==> src/rtl/vpp_ramp_pkg.sv <==
package vpp_ramp_pkg;

    typedef enum logic [2:0] {
        RS_OFF  = 3'd0,
        RS_BOOT = 3'd1,
        RS_IDLE = 3'd2,
        RS_RISE = 3'd3,
        RS_HOLD = 3'd4,
        RS_FALL = 3'd5,
        RS_DROP = 3'd6
    } ramp_state_e;

endpackage

==> src/rtl/vpp_level_map.sv <==
module vpp_level_map #(
    parameter int CODE_W = 15,
    parameter int LVL0_MV = 5000,
    parameter int LVL1_MV = 12500,
    parameter int LVL2_MV = 15000,
    parameter int LVL3_MV = 21000
) (
    input  logic [1:0]        sel,
    output logic [CODE_W-1:0] level
);

    always_comb begin
        unique case (sel)
            2'b00: level = CODE_W'(LVL0_MV);
            2'b01: level = CODE_W'(LVL1_MV);
            2'b10: level = CODE_W'(LVL2_MV);
            default: level = CODE_W'(LVL3_MV);
        endcase
    end

endmodule

==> src/rtl/vpp_slew_step.sv <==
module vpp_slew_step #(
    parameter int CODE_W = 15,
    parameter int STEP_MV = 1000
) (
    input  logic [CODE_W-1:0] cur,
    input  logic [CODE_W-1:0] tgt,
    input  logic              tick,
    output logic [CODE_W-1:0] nxt
);

    localparam logic [CODE_W-1:0] STEP_C = CODE_W'(STEP_MV);

    logic [CODE_W-1:0] gap_up;
    logic [CODE_W-1:0] gap_dn;

    assign gap_up = tgt - cur;
    assign gap_dn = cur - tgt;

    always_comb begin
        nxt = cur;
        if (tick) begin
            if (cur < tgt) begin
                nxt = (gap_up <= STEP_C) ? tgt : cur + STEP_C;
            end else if (cur > tgt) begin
                nxt = (gap_dn <= STEP_C) ? tgt : cur - STEP_C;
            end
        end
    end

endmodule

==> src/rtl/vpp_ramp_fsm.sv <==
module vpp_ramp_fsm
    import vpp_ramp_pkg::*;
#(
    parameter int CODE_W = 15,
    parameter int BASE_MV = 5000
) (
    input  logic              clk,
    input  logic              rst_n,
    input  logic              kill,
    input  logic              write_req,
    input  logic [CODE_W-1:0] sel_level,
    input  logic [CODE_W-1:0] code_nxt,
    output ramp_state_e       state,
    output logic [CODE_W-1:0] target
);

    localparam logic [CODE_W-1:0] BASE_C = CODE_W'(BASE_MV);
    localparam logic [CODE_W-1:0] ZERO_C = '0;

    ramp_state_e       state_q, state_d;
    logic [CODE_W-1:0] level_q;

    always_ff @(posedge clk or negedge rst_n) begin
        if (!rst_n) begin
            state_q <= RS_OFF;
        end else begin
            state_q <= state_d;
        end
    end

    always_ff @(posedge clk or negedge rst_n) begin
        if (!rst_n) begin
            level_q <= BASE_C;
        end else if (state_d == RS_RISE && state_q != RS_RISE) begin
            level_q <= sel_level;
        end
    end

    always_comb begin
        state_d = state_q;
        unique case (state_q)
            RS_OFF: begin
                if (!kill) state_d = RS_BOOT;
            end
            RS_BOOT: begin
                if (kill) state_d = RS_DROP;
                else if (code_nxt == BASE_C) state_d = RS_IDLE;
            end
            RS_IDLE: begin
                if (kill) state_d = RS_DROP;
                else if (write_req) state_d = RS_RISE;
            end
            RS_RISE: begin
                if (kill) state_d = RS_DROP;
                else if (!write_req) state_d = RS_FALL;
                else if (code_nxt == level_q) state_d = RS_HOLD;
            end
            RS_HOLD: begin
                if (kill) state_d = RS_DROP;
                else if (!write_req) state_d = RS_FALL;
            end
            RS_FALL: begin
                if (kill) state_d = RS_DROP;
                else if (write_req) state_d = RS_RISE;
                else if (code_nxt == BASE_C) state_d = RS_IDLE;
            end
            RS_DROP: begin
                if (code_nxt == ZERO_C) state_d = RS_OFF;
            end
            default: state_d = RS_OFF;
        endcase
    end

    always_comb begin
        target = ZERO_C;
        if (!kill) begin
            unique case (state_q)
                RS_BOOT, RS_IDLE, RS_FALL: target = BASE_C;
                RS_RISE, RS_HOLD:          target = level_q;
                default:                   target = ZERO_C;
            endcase
        end
    end

    assign state = state_q;

endmodule

==> src/rtl/vpp_ramp_ctrl.sv <==
module vpp_ramp_ctrl
    import vpp_ramp_pkg::*;
#(
    parameter int CODE_W = 15,
    parameter int STEP_MV = 1000,
    parameter int LVL0_MV = 5000,
    parameter int LVL1_MV = 12500,
    parameter int LVL2_MV = 15000,
    parameter int LVL3_MV = 21000
) (
    input  logic              clk,
    input  logic              rst_n,
    input  logic              us_tick,
    input  logic [1:0]        lvl_sel,
    input  logic              write_req,
    input  logic              session_on,
    input  logic              force_zero,
    output logic [CODE_W-1:0] vpp_mv,
    output logic              settled
);

    logic              kill;
    logic [CODE_W-1:0] sel_level;
    logic [CODE_W-1:0] target;
    logic [CODE_W-1:0] code_q;
    logic [CODE_W-1:0] code_nxt;
    ramp_state_e       state;

    assign kill = force_zero || !session_on;

    vpp_level_map #(
        .CODE_W (CODE_W),
        .LVL0_MV(LVL0_MV),
        .LVL1_MV(LVL1_MV),
        .LVL2_MV(LVL2_MV),
        .LVL3_MV(LVL3_MV)
    ) u_map (
        .sel  (lvl_sel),
        .level(sel_level)
    );

    vpp_slew_step #(
        .CODE_W (CODE_W),
        .STEP_MV(STEP_MV)
    ) u_step (
        .cur (code_q),
        .tgt (target),
        .tick(us_tick),
        .nxt (code_nxt)
    );

    vpp_ramp_fsm #(
        .CODE_W (CODE_W),
        .BASE_MV(LVL0_MV)
    ) u_fsm (
        .clk      (clk),
        .rst_n    (rst_n),
        .kill     (kill),
        .write_req(write_req),
        .sel_level(sel_level),
        .code_nxt (code_nxt),
        .state    (state),
        .target   (target)
    );

    always_ff @(posedge clk or negedge rst_n) begin
        if (!rst_n) begin
            code_q <= '0;
        end else begin
            code_q <= code_nxt;
        end
    end

    assign vpp_mv  = code_q;
    assign settled = (code_q == target);

endmodule

==> config.mk <==
export PLATFORM = sky130hd
export DESIGN_NAME = vpp_ramp_ctrl
export DESIGN_NICKNAME = d
export VERILOG_FILES = /design/src/rtl/vpp_ramp_pkg.sv /design/src/rtl/vpp_level_map.sv /design/src/rtl/vpp_slew_step.sv /design/src/rtl/vpp_ramp_fsm.sv /design/src/rtl/vpp_ramp_ctrl.sv
export SDC_FILE = /design/constraint.sdc
export NUM_CORES = 1
export LEC_CHECK = 0
export ABC_AREA = 1
export BUFFER_PORTS_ARGS = -buffer_cell sky130_fd_sc_hd__buf_2
export CAP_MARGIN = 20
export CORE_MARGIN = 3
export CORE_UTILIZATION = 60
export CTS_CLUSTER_SIZE = 25
export DETAILED_ROUTE_END_ITERATION = 7
export PLACE_DENSITY = 0.79
export SYNTH_ARGS = -nofsm -noshare
export SYNTH_HDL_FRONTEND = slang
export SYNTH_SLANG_ARGS = --single-unit
==> constraint.sdc <==
create_clock -name clk -period 5.4 [get_ports clk]
set_clock_uncertainty 0.1 [all_clocks]
set_input_delay 1.08 -clock clk [delete_from_list [all_inputs] [get_ports clk]]
set_output_delay 1.08 -clock clk [all_outputs]
set_load 0.03 [all_outputs]
# ---- Word level (Yosys, flattened, before mapping)
# Cells that the tools add are included.
dict set report totals {
  reg_bits 33
  wordCells 54
}
dict set report op_classes {
  n_eq_ne 13
  n_lt_le_gt_ge 4
  addsub 4
  muxes 22
  n_reduce_logical 8
}
# cell n
set ops {}
lappend ops {{$mux W15} 6}
lappend ops {{$pmux W15 S3} 1}
lappend ops {{$mux W3} 13}
lappend ops {{$eq A15 B15 Y1} 2}
lappend ops {{$le A15 B10 Y1 const B} 2}
lappend ops {{$pmux W15 S2} 1}
lappend ops {{$sub A15 B15 Y15} 2}
lappend ops {{$pmux W3 S7} 1}
lappend ops {{$add A15 B10 Y15 const B} 1}
lappend ops {{$eq A15 B13 Y1 const B} 1}
lappend ops {{$gt A15 B15 Y1} 1}
lappend ops {{$logic_not A15 Y1} 1}
lappend ops {{$lt A15 B15 Y1} 1}
lappend ops {{$sub A15 B10 Y15 const B} 1}
lappend ops {{$eq A3 B2 Y1 const B} 3}
lappend ops {{$eq A3 B3 Y1 const B} 3}
lappend ops {{$eq A3 B1 Y1 const B} 1}
lappend ops {{$logic_not A3 Y1} 1}
lappend ops {{$ne A3 B2 Y1 const B} 1}
lappend ops {{$reduce_or A3 Y1} 1}
lappend ops {{$eq A2 B1 Y1 const B} 1}
lappend ops {{$eq A2 B2 Y1 const B} 1}
lappend ops {{$logic_not A2 Y1} 1}
lappend ops {{$reduce_or A2 Y1} 1}
lappend ops {{other kinds (3)} 3}

# ---- Longest topological paths before layout
dict set report logic_depth {
  depth_word 17
  mapped_depth 40
  mapped_depth_nobuf 39
}

# ---- Cells and area by module
# A second synthesis with hierarchy kept.
dict set report hier_totals {
  cells_unflattened 955
  hier_area_um2 5386.4
}
# module area_per_inst_um2 n_inst cells_each
set by_module_without_submodules {}
lappend by_module_without_submodules {vpp_slew_step 3104.2 1 629}
lappend by_module_without_submodules {vpp_ramp_fsm 1507.7 1 240}
lappend by_module_without_submodules {vpp_ramp_ctrl 616.8 1 66}
lappend by_module_without_submodules {vpp_level_map 157.7 1 20}

# ---- Worst setup path before layout
# No wires, ideal clock.
dict set report synth_path {
  path_type {input-to-reg}
  startpoint {input session_on}
  endpoint {register u_fsm.level_q[6]}
  n_path_buf 1
  slack_ns 0.353
  t_arrival_ns 4.830
  setup_ns 0.117
  stages 36
  t_required_ns 5.183
  path_cell_list {inv_1 -> nor2_1 -> clkinv_1 -> nor3_1 -> ha_1 -> inv_1 -> fa_1 -> nand2_1 -> nand2_2 -> nand2_1 -> nand2_1 -> nand2_1 -> nand2_1 -> nand2_1 -> nand3_1 -> nor2_4 -> nand3_2 -> buf_6 -> nand2_2 -> nand2_1 -> nand2_1 -> nand3_1 -> nand2_1 -> nand2_2 -> nor2_1 -> nand2_1 -> nor2_1 -> nand2_1 -> nand2_2 -> nand2_2 -> nor2_4 -> nand3_4 -> inv_2 -> nand2_2 -> nand2_1 -> nand2_1}
}
dict set report synth_between {
  elab_chain_cells 16
}
# item line
set synth_rtl {}
lappend synth_rtl {{start, declared} vpp_ramp_ctrl.sv:16} ;# input logic session_on,
lappend synth_rtl {{$logic_not A1 Y1 *} vpp_ramp_ctrl.sv:29} ;# assign kill = force_zero || !session_on;
lappend synth_rtl {{$logic_or A1 B1 Y1 *} vpp_ramp_ctrl.sv:29}
lappend synth_rtl {{$mux W15 *} vpp_ramp_fsm.sv:76} ;# if (!kill) begin
lappend synth_rtl {{$sub A15 B15 Y15} vpp_slew_step.sv:17} ;# assign gap_dn = cur - tgt;
lappend synth_rtl {{$le A15 B10 Y1} vpp_slew_step.sv:25} ;# nxt = (gap_dn <= STEP_C) ? tgt : cur - STEP_C;
lappend synth_rtl {{$mux W15} vpp_slew_step.sv:25}
lappend synth_rtl {{$mux W15} vpp_slew_step.sv:24} ;# end else if (cur > tgt) begin
lappend synth_rtl {{$mux W15 *} vpp_slew_step.sv:22} ;# if (cur < tgt) begin
lappend synth_rtl {{$mux W15 *} vpp_slew_step.sv:21} ;# if (tick) begin
lappend synth_rtl {{via code_nxt[3]} vpp_ramp_ctrl.sv:26} ;# logic [CODE_W-1:0] code_nxt;
lappend synth_rtl {{$eq A15 B13 Y1 or $eq A15 B15 Y1 (tied branches)} {vpp_ramp_fsm.sv:47, vpp_ramp_fsm.sv:65, vpp_ramp_fsm.sv:56}}
lappend synth_rtl {{$mux W3 (on tied branches)} {vpp_ramp_fsm.sv:47, vpp_ramp_fsm.sv:65, vpp_ramp_fsm.sv:56}}
lappend synth_rtl {{$mux W3 (on tied branches)} {vpp_ramp_fsm.sv:64, vpp_ramp_fsm.sv:55}}
lappend synth_rtl {{$mux W3 (on tied branches)} {vpp_ramp_fsm.sv:63, vpp_ramp_fsm.sv:54}}
lappend synth_rtl {{$pmux W3 S7 *} vpp_ramp_fsm.sv:41} ;# unique case (state_q)
lappend synth_rtl {{$eq A3 B2 Y1 *} vpp_ramp_fsm.sv:34} ;# end else if (state_d == RS_RISE && state_q != RS_RISE) begin
lappend synth_rtl {{$logic_and A1 B1 Y1 *} vpp_ramp_fsm.sv:34}
lappend synth_rtl {{end signal, assigned} vpp_ramp_fsm.sv:35} ;# level_q <= sel_level;
lappend synth_rtl {{end, declared} vpp_ramp_fsm.sv:21} ;# logic [CODE_W-1:0] level_q;
# Mark *: on every way through the listed nets, which the timed path passes. The rest lies on a longest branch.
# A chain may end at the register's enable or synchronous reset.

# ---- Worst setup path after layout
dict set report layout_path {
  startpoint {input force_zero}
  endpoint {register u_fsm.level_q[11]}
}
dict set report layout_between {
  elab_chain_cells 15
}
# item line
set layout_rtl {}
lappend layout_rtl {{start, declared} vpp_ramp_ctrl.sv:17} ;# input logic force_zero,
lappend layout_rtl {{$logic_or A1 B1 Y1 *} vpp_ramp_ctrl.sv:29}
lappend layout_rtl {{$mux W15} vpp_ramp_fsm.sv:76}
lappend layout_rtl {{$sub A15 B15 Y15} vpp_slew_step.sv:17}
lappend layout_rtl {{$le A15 B10 Y1} vpp_slew_step.sv:25}
lappend layout_rtl {{$mux W15} vpp_slew_step.sv:25}
lappend layout_rtl {{$mux W15} vpp_slew_step.sv:24}
lappend layout_rtl {{$mux W15} vpp_slew_step.sv:22}
lappend layout_rtl {{$mux W15} vpp_slew_step.sv:21}
lappend layout_rtl {{$eq A15 B13 Y1 or $eq A15 B15 Y1 (tied branches)} {vpp_ramp_fsm.sv:47, vpp_ramp_fsm.sv:65, vpp_ramp_fsm.sv:56}}
lappend layout_rtl {{$mux W3 (on tied branches)} {vpp_ramp_fsm.sv:47, vpp_ramp_fsm.sv:65, vpp_ramp_fsm.sv:56}}
lappend layout_rtl {{$mux W3 (on tied branches)} {vpp_ramp_fsm.sv:64, vpp_ramp_fsm.sv:55}}
lappend layout_rtl {{$mux W3 (on tied branches)} {vpp_ramp_fsm.sv:63, vpp_ramp_fsm.sv:54}}
lappend layout_rtl {{$pmux W3 S7 *} vpp_ramp_fsm.sv:41}
lappend layout_rtl {{$eq A3 B2 Y1 *} vpp_ramp_fsm.sv:34}
lappend layout_rtl {{$logic_and A1 B1 Y1 *} vpp_ramp_fsm.sv:34}
# Every way passes the cells marked *; elsewhere a longest branch is shown, timed or not.

==> flow_metrics.py <==
metrics = {
    "run_status": {
        "run_status": "finished clean",
    },
    "worst_hold_path": {
        "min_from": "u_fsm.level_q[7]$_DFFE_PN1P_",
        "worstHoldPathType": "reg2reg",
        "hold_path_depth": 2,
    },
    "pwr": {
        "p_leak_uw": 0.002876,
        "p_per_area_nw_per_um2": 702.5,
        "vdd_drop_max_mv": 0.3782,
        "power.total_uw": 3473,
    },
    "setup_path": {
        "slowest_delay_ns": 0.27,
        "crit_fanout": 7,
        "rr_startpoint": "u_fsm.state[1]$_DFF_PN0_",
        "cp-startpoint": "force_zero",
        "worstPathArrival_ns": 5.18,
        "critical_path_class": "in2reg",
        "crit_required_ns": 5.48,
        "r2r_cells": 36,
        "end_kind": "flop",
        "slowest_stage": "ha_1",
        "cp_common_cell": "nand2_1",
        "cp-start-kind": "primary input",
    },
    "place": {
        "gp_congestion": 1.044,
        "io_buffer_count": 23,
        "detailed_place_hpwl_um": 11690,
        "placed_cells": 943,
    },
    "logic_synthesis": {
        "yosys.area.top_type_share": 0.2486,
        "ys_ff_latch": 25,
        "synth-warning-count": 0,
        "synth_area_leaders": "nand2_1 25%, dfrtp_1 13%, inv_1 11%",
        "ys_types": 36,
        "syn-instance-count": 799,
        "synth_compound_area_frac": 0.05611,
        "syn_nets": 838,
        "synth_top_family_by_area": "simple AND/OR/NAND/NOR gates",
        "syn_avg_cell_area_um2": 5.498,
        "synthAdderAreaFrac": 0.09000,
        "synth_area_um2": 4393,
        "seq_area_frac_synth": 0.1433,
        "synthMuxAreaShare": 0,
        "synth_top_cell_by_area": "nand2_1",
        "synth-simple-area-share": 0.5451,
        "synth_xor_area_frac": 0.03190,
    },
    "grt": {
        "antenna_found_initial": 0,
        "grt-ovfl-total": 0,
        "grt_first_pass_wirelength_um": 23670,
        "grt_max_degree": 26,
        "grt.total_usage": 0.3444,
        "first_global_vias": 5226,
    },
    "drt": {
        "ant_nets": 0,
        "routed.top_layer": "met4",
        "met2_length_um": 6902,
        "drc": 0,
        "wirelength_um": 14260,
        "avgViaCountPerCell": 5.628,
        "wl_met1_um": 5527,
        "drt_iter0_markers": 439,
        "dr_wl_met3_um": 981,
        "drt_pass1_iterations": 6,
        "routed-via-count": 5341,
        "avgRoutedWirePerCell_um": 15.02,
    },
    "finish": {
        "area_growth_pct": 12.53,
        "seq_area_um2": 629.4,
        "fill_cells": 628,
        "final_cells": 949,
        "n_antenna_cell": 0,
        "nNetsFinal": 893,
        "drive_above_1_share": 0.1571,
        "multi_input_area_um2": 3236,
    },
    "sta": {
        "whs_ns": 0.3926,
        "period_share": 0.9446,
        "fmax_mhz": 196.0,
        "slew_viol_final": 0,
        "setup_violations": 0,
        "finalCriticalPeriod_ns": 5.101,
        "tns_ns": 0,
        "worst_slew_pin_slew_ns": 0.6285,
        "slew_headroom": 0.5810,
        "hold_viol": 0,
    },
    "clocking": {
        "cts_buffers": 3,
        "clkTransAtPathRegs_ns": 0.10,
        "insertion_delay_ns": 0.28,
        "cts-root-buf": "clkbuf_8",
        "clkSinkCount": 25,
        "clockBufferDepth": 2,
        "cts_tree": "yes",
        "htree_levels": 1,
    },
    "flow_run": {
        "drv_cap": 0,
    },
    "floorplan": {
        "core_area_um2": 6944,
        "io_pins": 24,
        "die_area_um2": 8384,
        "die_y_um": 91.57,
        "initial_core_util": 0.6326,
        "die_w_um": 91.57,
        "fp-row-count": 30,
    },
}
[sequential cells by signal, summed over array words and instances, names as in the netlist]
name / flops
vpp_mv: 15
u_fsm.state: 3
u_fsm.level_q: 7
[placed cells by master (no fill, tap or decap), types with 11 or more instances in the layout]
cell type / n
buf_4: 39
dfrtp_1: 22
nor2_1: 78
nor3_1: 11
nand2_1: 291
a21oi_1: 24
nand2_2: 21
buf_2: 23
nor2_2: 11
nand4_1: 17
xor2_1: 14
nand3_1: 85
inv_1: 123
ha_1: 29
[area by class of cell]
cell class / count / share of cell area
clock buffer: 3 / 0.008352
clock inverter: 1 / 0.001772
inverter: 133 / 0.1012
multi-input combinational: 629 / 0.6545
sequential: 25 / 0.1273
tap: 96 / 0.02430
timing repair buffer: 62 / 0.08251
[power breakdown]
group          internal, µW  total [µW]  switching [µW]
combinational          1000        2880            1880
clock                  54.2         120            66.1
sequential              281         469             189
[per-layer routing]
| metal | up-vias | GRT usage |
|---|---|---|
| met5 | - | 0 |
| met4 | 0 | 0.1947 |
| met3 | 78 | 0.02651 |
| met2 | 294 | 0.6141 |
| met1 | 2382 | 0.4019 |
| li1 | 2587 | - |
[logic make-up after synthesis]
| family | Yosys count |
|---|---|
| xor gates and xnor gates | 16 |
| and+or+nand+nor | 538 |
| adders and majority gates | 31 |
| AOI/OAI and AO/OA | 44 |
| DFF | 25 |
| buffers and inverters | 145 |
[per-stage QoR]
stage	instance area (µm²)	setup slack, ns	utilization
detailed placement	4820	-0.05231	0.6941
CTS	4870	0.2167	0.7013
global route	4943	-0.002205	0.7119
finish	4943	0.2990	0.7119
global placement	4820	0.08973	0.6941
floorplan	4393	0.3531	-
[path summary, 6_finish.rpt]
| check | endpoint | slack (ns) |
|---|---|---|
| worst max-delay path | u_fsm.level_q[11]$_DFFE_PN0P_ | 0.30 |
| worst min-delay path | u_fsm.level_q[7]$_DFFE_PN1P_ | 0.39 |
| worst max register to register | u_fsm.level_q[11]$_DFFE_PN0P_ | 0.42 |
| worst min register to register | u_fsm.level_q[7]$_DFFE_PN1P_ | 0.39 |
| max in group asynchronous | vpp_mv[8]$_DFF_PN0_ | 4.14 |
| min in group asynchronous | vpp_mv[12]$_DFF_PN0_ | 0.68 |
[timing repair]
| action | in CTS | in global routing |
|---|---|---|
| hold buffers | 0 | 0 |
| buffers inserted | 0 | 2 |
| setup endpoints to repair | 0 | 10 |
| gates resized for setup | 0 | 14 |
[worst max-delay path: cells and delay by family]
family          cells  cell delay (ns)
compound gates      1             0.20
fa+ha+maj           1             0.27
buf+inv             8             1.10
simple gates       23             2.53
[cells in the mapped netlist, drive strengths merged]
cell / n
fa: 1
dfstp: 3
o21ai: 10
xor2: 14
buf: 11
clkinv: 3
o31ai: 1
inv: 130
nor2: 98
o211ai: 3
ha: 30
nor3: 12
xnor2: 2
nand2: 312
clkbuf: 1
a21oi: 28
dfrtp: 22
and2: 3
o21a: 1
nand3: 92
a21boi: 1
nand3b: 2
nand4: 17
or2: 2
No activity file was read; power rests on OpenSTA's default activity.
